==> src/rtl/prio_ctx_pkg.sv <==
package prio_ctx_pkg;
  localparam int ADDR_W = 2;
  // bit 0 selects control vs. priority, bit 1 selects alternate vs. primary
  typedef enum logic [ADDR_W-1:0] {
    REG_PRI_A = 2'd0,
    REG_HPE_A = 2'd1,
    REG_PRI_B = 2'd2,
    REG_HPE_B = 2'd3
  } reg_sel_e;
endpackage

==> src/rtl/prio_dup_detect.sv <==
module prio_dup_detect #(
  parameter int N = 8,
  parameter int W = 3
) (
  input  logic [N*W-1:0] fields,
  output logic           dup
);
  logic [N-1:0][N-1:0] hit;

  for (genvar i = 0; i < N; i++) begin : g_row
    for (genvar j = 0; j < N; j++) begin : g_col
      if (j > i) begin : g_cmp
        assign hit[i][j] = (fields[i*W +: W] == fields[j*W +: W]);
      end else begin : g_none
        assign hit[i][j] = 1'b0;
      end
    end
  end

  assign dup = |hit;
endmodule

==> src/rtl/prio_reg_bank.sv <==
module prio_reg_bank #(
  parameter int N = 8,
  parameter int W = 3
) (
  input  logic           clk,
  input  logic           rst_n,
  input  logic           pri_we,
  input  logic           ctl_we,
  input  logic [N*W-1:0] wdata,
  output logic [N*W-1:0] pri_q,
  output logic [N-1:0]   ctl_q
);
  always_ff @(posedge clk or negedge rst_n) begin
    if (!rst_n) begin
      for (int m = 0; m < N; m++) pri_q[m*W +: W] <= W'(m);
    end else if (pri_we) begin
      pri_q <= wdata;
    end
  end

  always_ff @(posedge clk or negedge rst_n) begin
    if (!rst_n)      ctl_q <= '0;
    else if (ctl_we) ctl_q <= wdata[N-1:0];
  end
endmodule

==> src/rtl/prio_ctx_mux.sv <==
module prio_ctx_mux #(
  parameter int N = 8,
  parameter int W = 3
) (
  input  logic           sel,
  input  logic [N*W-1:0] pri_a,
  input  logic [N-1:0]   ctl_a,
  input  logic [N*W-1:0] pri_b,
  input  logic [N-1:0]   ctl_b,
  output logic [N*W-1:0] pri_o,
  output logic [N-1:0]   ctl_o
);
  always_comb begin
    pri_o = sel ? pri_b : pri_a;
    ctl_o = sel ? ctl_b : ctl_a;
  end
endmodule

==> src/rtl/prio_ctx_regs.sv <==
module prio_ctx_regs
  import prio_ctx_pkg::*;
#(
  parameter int NUM_MASTERS = 8,
  parameter int LVL_W       = 3
) (
  input  logic                         clk,
  input  logic                         rst_n,
  input  logic                         ctx_sel,
  input  logic                         reg_en,
  input  logic                         reg_we,
  input  logic [1:0]                   reg_addr,
  input  logic [NUM_MASTERS*LVL_W-1:0] reg_wdata,
  output logic                         reg_ack,
  output logic                         reg_err,
  output logic [NUM_MASTERS*LVL_W-1:0] reg_rdata,
  output logic [NUM_MASTERS*LVL_W-1:0] arb_prio,
  output logic [NUM_MASTERS-1:0]       arb_hpe
);
  localparam int PW     = NUM_MASTERS * LVL_W;
  localparam int NBANKS = 2;

  reg_sel_e                       sel;
  logic                           wr;
  logic                           dup;
  logic [NBANKS-1:0][PW-1:0]      pri_q;
  logic [NBANKS-1:0][NUM_MASTERS-1:0] ctl_q;
  logic [PW-1:0]                  rd_next;

  assign sel = reg_sel_e'(reg_addr);
  assign wr  = reg_en && reg_we;

  prio_dup_detect #(.N(NUM_MASTERS), .W(LVL_W)) u_dup (
    .fields (reg_wdata),
    .dup    (dup)
  );

  for (genvar b = 0; b < NBANKS; b++) begin : g_bank
    logic pri_we_b, ctl_we_b;
    assign pri_we_b = wr && (sel == ((b == 0) ? REG_PRI_A : REG_PRI_B)) && !dup;
    assign ctl_we_b = wr && (sel == ((b == 0) ? REG_HPE_A : REG_HPE_B));

    prio_reg_bank #(.N(NUM_MASTERS), .W(LVL_W)) u_bank (
      .clk    (clk),
      .rst_n  (rst_n),
      .pri_we (pri_we_b),
      .ctl_we (ctl_we_b),
      .wdata  (reg_wdata),
      .pri_q  (pri_q[b]),
      .ctl_q  (ctl_q[b])
    );
  end

  prio_ctx_mux #(.N(NUM_MASTERS), .W(LVL_W)) u_mux (
    .sel   (ctx_sel),
    .pri_a (pri_q[0]),
    .ctl_a (ctl_q[0]),
    .pri_b (pri_q[1]),
    .ctl_b (ctl_q[1]),
    .pri_o (arb_prio),
    .ctl_o (arb_hpe)
  );

  always_comb begin
    if (reg_addr[0]) rd_next = PW'(ctl_q[reg_addr[1]]);
    else             rd_next = pri_q[reg_addr[1]];
  end

  always_ff @(posedge clk or negedge rst_n) begin
    if (!rst_n) begin
      reg_ack   <= 1'b0;
      reg_err   <= 1'b0;
      reg_rdata <= '0;
    end else begin
      reg_ack   <= reg_en;
      reg_err   <= wr && !reg_addr[0] && dup;
      reg_rdata <= (reg_en && !reg_we) ? rd_next : '0;
    end
  end
endmodule

==> config.mk <==
export PLATFORM = sky130hd
export DESIGN_NAME = prio_ctx_regs
export DESIGN_NICKNAME = d
export VERILOG_FILES = /design/src/rtl/prio_ctx_pkg.sv /design/src/rtl/prio_dup_detect.sv /design/src/rtl/prio_reg_bank.sv /design/src/rtl/prio_ctx_mux.sv /design/src/rtl/prio_ctx_regs.sv
export SDC_FILE = /design/constraint.sdc
export NUM_CORES = 1
export LEC_CHECK = 0
export CORE_MARGIN = 3
export CORE_UTILIZATION = 50
export DETAILED_ROUTE_END_ITERATION = 10
export GPL_TIMING_DRIVEN = 0
export PLACE_DENSITY_LB_ADDON = 0.15
export SLEW_MARGIN = 40
export SYNTH_ARGS = -nofsm -noshare
export SYNTH_HDL_FRONTEND = slang
export SYNTH_SLANG_ARGS = --single-unit
==> constraint.sdc <==
create_clock -name clk -period 4.1 [get_ports clk]
set_input_delay 1.23 -clock clk [delete_from_list [all_inputs] [get_ports clk]]
set_output_delay 1.23 -clock clk [all_outputs]
set_load 0.005 [all_outputs]
Word-level counts from Yosys, hierarchy flattened

Cells that the tools add are included.
Widths: inputs -> output; s select.

Multiplexer cells: 8
Eq/ne operators: 31
Reductions and logical operators: 15
$lt $le $gt $ge: 1

Operator list:

| cell               | count |
|---|---|
| $mux 24            | 5 |
| $eq 3x3->1         | 28 |
| $reduce_or 28->1   | 1 |
| $mux 8             | 3 |
| $logic_and 1x1->1  | 10 |
| $eq 2x2->1 const B | 2 |
| $logic_not 1->1    | 3 |
| $eq 2x1->1 const B | 1 |
| $logic_not 2->1    | 1 |
| $lt 1x2->1 const B | 1 |

Output and inout bits: 58
Flip-flop bits (word level): 90
Logic and storage cells: 62

Depth between registers and ports, before layout

Depth after elaboration: 4
Mapped depth: 8
Gate-level depth less buffers: 6

Modules after synthesis

Synthesis repeated with hierarchy kept, for this count alone.

Cell total of the unflattened synthesis: 409
Area total of the unflattened synthesis: 5560.3 µm²

By module, submodules not included:

| module          | seq. area each (µm²) | area each (µm²) | cells each | times used |
|---|---|---|---|---|
| prio_reg_bank   | 815.8                | 1307.5          | 68         | 2 |
| prio_ctx_regs   | 650.6                | 1286.2          | 97         | 1 |
| prio_dup_detect | 0.0                  | 1114.8          | 140        | 1 |
| prio_ctx_mux    | 0.0                  | 544.3           | 36         | 1 |

Worst setup path before layout

Ideal clock, no wire load.

Path kind: input -> output
Start point: in ctx_sel
End point: out arb_hpe[0]
Data arrival time: 2123 ps
Path buffers: 2
Stages: 3
Required time: 2870 ps
Slack: 747 ps
Cells stage by stage: clkbuf_1 buf_1 mux2_2

Word-level cells in the longest chain between the ends: 1

RTL lines:

| item               | line                | RTL |
|---|---|---|
| start: declaration | prio_ctx_regs.sv:9  | `input logic ctx_sel,` |
| $mux 8             | prio_ctx_mux.sv:15  | `ctl_o = sel ? ctl_b : ctl_a;` |
| end: declaration   | prio_ctx_regs.sv:18 | `output logic [NUM_MASTERS-1:0] arb_hpe` |

Every way passes these cells.

Worst setup path after layout

Start point: in ctx_sel
End point: out arb_prio[8]

Word-level cells in the longest chain between the ends: 1

RTL lines:

| item             | line                | RTL |
|---|---|---|
| $mux 24          | prio_ctx_mux.sv:14  | `pri_o = sel ? pri_b : pri_a;` |
| end: declaration | prio_ctx_regs.sv:17 | `output logic [NUM_MASTERS*LVL_W-1:0] arb_prio,` |

Every way passes these cells.

==> flow_summary.ini <==
[synth]
async_flop_share_pct = 100
yosysMostFrequentCell = mux2_2
syn-mean-instance-area_um2 = 12.5
seq_area_frac_synth_pct = 44.6
synthTopCellsByCount = 92 x mux2_2, 66 x dfrtp_1, 54 x xnor2_1, 25 x xor2_1, 24 x dfstp_2
syn-num-nets = 440
ys.flop_type = dfrtp_1
ys_ff_latch = 90
synth_top_area_share_pct = 32.3
syn_inst = 409
syn_area_mm2 = 0.00512
ys.warnings.count = 0
yosysTopAreaCell = dfrtp_1
synthTopCellsByArea = dfrtp_1 32%, mux2_2 20%, dfstp_2 12%
synth-edff-count = 0
yosysUniqueCellTypes = 35

[timing]
setup_viol = 0
fmax_ghz = 0.258
finalHoldViolCount = 0
relSlewSlack_pct = 46.0
slew_violations = 0
fin_crit_sh_pct = 94.7
rsz0062_at_grt = no
min_period_ns = 3.88
fin_ws_ns = 0.219
tightestPinTransition_ns = 0.811
fin_worst_skew_ns = 0.00571

[drt]
routed_wl_um = 11700
vias = 3445
ant_nets = 0
drc_errors = 0
wl_per_cell_um = 18.6
first_pass_iters = 4
dr.first_iter.drc_count = 96
via_per_inst = 5.46

[floorplanning]
floorplan.rows = 36
die-area_mm2 = 0.0115
start_util_pct = 51.9
ios = 89
coreArea_mm2 = 0.00986
dieHeight_um = 107
dieWidth_um = 107

[finish]
multi_input_area_mm2 = 0.00258
layout-drive-gt1-share_pct = 35.1
area_growth_pct = 22.2
layout.nets = 524
final_cell_area_mm2 = 0.00626
nFillCells = 806
seqCellArea_mm2 = 0.00228
diodes = 0

[worst_setup_path]
critPathLaunchType = primary input
path_class = in -> out
cp.required_ns = 2.87
end_kind = output pin
max_stage_delay_ns = 0.45
worstPathCellList = clkbuf_1 > buf_2 > mux2_2 > clkdlybuf4s50_1
cpMaxStageDelayCell = clkdlybuf4s50_1
crit_arrival_ns = 2.65
cp_max_fo = 10

[pwr]
cellPowerDensity_mw_per_mm2 = 362
total_power_mw = 2.26
leakagePower_nw = 2.64
vdd_ir_drop_max_mv = 0.193

[global_route]
grt_pass1_wl_um = 18900
antenna_found_initial = 0
grt_pass1_vias = 3605
gr-total-overflow = 0
grt_use_total_pct = 21.5
grt_max_degree = 48

[cts]
htree_levels = 3
root_buffer = clkbuf_8
numClockSinks = 90
hold_buffers = 0
cts_tree = built
cts_resized = 3
cts_inserted_buffers = 9
clkTransAtPathRegs_ns = 0.08
clock_path_buffers = 2
cts_setup_buffers = 0
clk_latency_ns = 0.36

[hold_path]
min_path_type = reg -> reg

[placed_design]
place_area_mm2 = 0.00604
place.gp.congestion = 0.805
dp_hpwl_um = 8280
post-place-ws_ns = -0.111
numPortBuffers = 72

[outcome]
status = completed

[job]
drv_cap = 0
[sequential cells by signal (all words and copies together) (netlist names)]
signal / flops
g_bank.u_bank.pri_q: 48
reg_rdata: 24
g_bank.u_bank.ctl_q: 16
reg_ack: 1
reg_err: 1
[critical path: cells and delay by family]
family | cells | cell delay, ns
buffers and inverters | 3 | 1.03
muxes | 1 | 0.39
[layout make-up]
type                       count  area share [%]
tap                          133            2.66
clock inverter                 3            1.04
timing repair buffer          73            12.0
buffer                        38            4.16
clock buffer                  13            2.38
multi-input combinational    281            41.3
sequential                    90            36.5
[routing by layer]
metal	global-route usage (%)	vias to the layer above	part of all wire, %
met1	27.9	1748	43
met3	2.89	16	4.7
met4	8.95	0	2.1
met5	0	-	0
li1	-	1581	-
met2	36.1	100	50
[metrics by stage]
step / TNS [ns] / hold slack (ns) / instances / util (%)
final: 0 / 0.516 / 631 / 63.4
after global routing: 0 / 0.547 / 631 / 63.4
after floorplan: 0 / 0.470 / 409 / -
after global placement: -105.86 / 0.490 / 614 / 60.9
after CTS: 0 / 0.525 / 631 / 63.4
after detailed placement: -3.53 / 0.504 / 615 / 61.2
[cells in the final DEF, fill, tap and decap left out, drive strengths merged, types with 2 or more instances in the layout]
cell type      count
mux4               8
nand2              5
nor3b              2
nor4               2
xnor2             54
xor2              25
clkdlybuf4s50     71
dfstp             24
nand4              5
bufinv             2
mux2              96
nor2b              8
clkbuf            18
a31oi              2
nor3              13
nand3             14
nor2              18
o2111ai            3
dfrtp             66
buf               35
mux2i             16
[worst paths after layout]
path	slack, ns	cells past startpoint	to	start
min in group asynchronous	0.78	1	reg_rdata[7]	rst_n
max in group asynchronous	2.68	2	g_bank[1].u_bank.pri_q[20]	rst_n
setup reg to reg	2.96	2	reg_rdata[0]	g_bank[1].u_bank.ctl_q[0]
setup / recovery	0.22	4	arb_prio[8]	ctx_sel
hold / removal	0.52	1	g_bank[0].u_bank.pri_q[13]	g_bank[0].u_bank.pri_q[13]
hold reg to reg	0.52	1	g_bank[0].u_bank.pri_q[13]	g_bank[0].u_bank.pri_q[13]
[kinds of logic after synthesis]
group,synth area share (%)
simple gates,7.84
compound gates,1.34
xor+xnor,13.5
mux,27.8
flops,44.6
buf+inv,4.98
[report_power, final]
| group | switching, mW | internal [mW] | total (mW) |
|---|---|---|---|
| Sequential | 0.0609 | 1.00 | 1.06 |
| Combinational | 0.220 | 0.321 | 0.541 |
| Clock | 0.299 | 0.360 | 0.659 |
| Total | 0.580 | 1.68 | 2.26 |
Note: power is estimated with default switching activity, not from simulation.
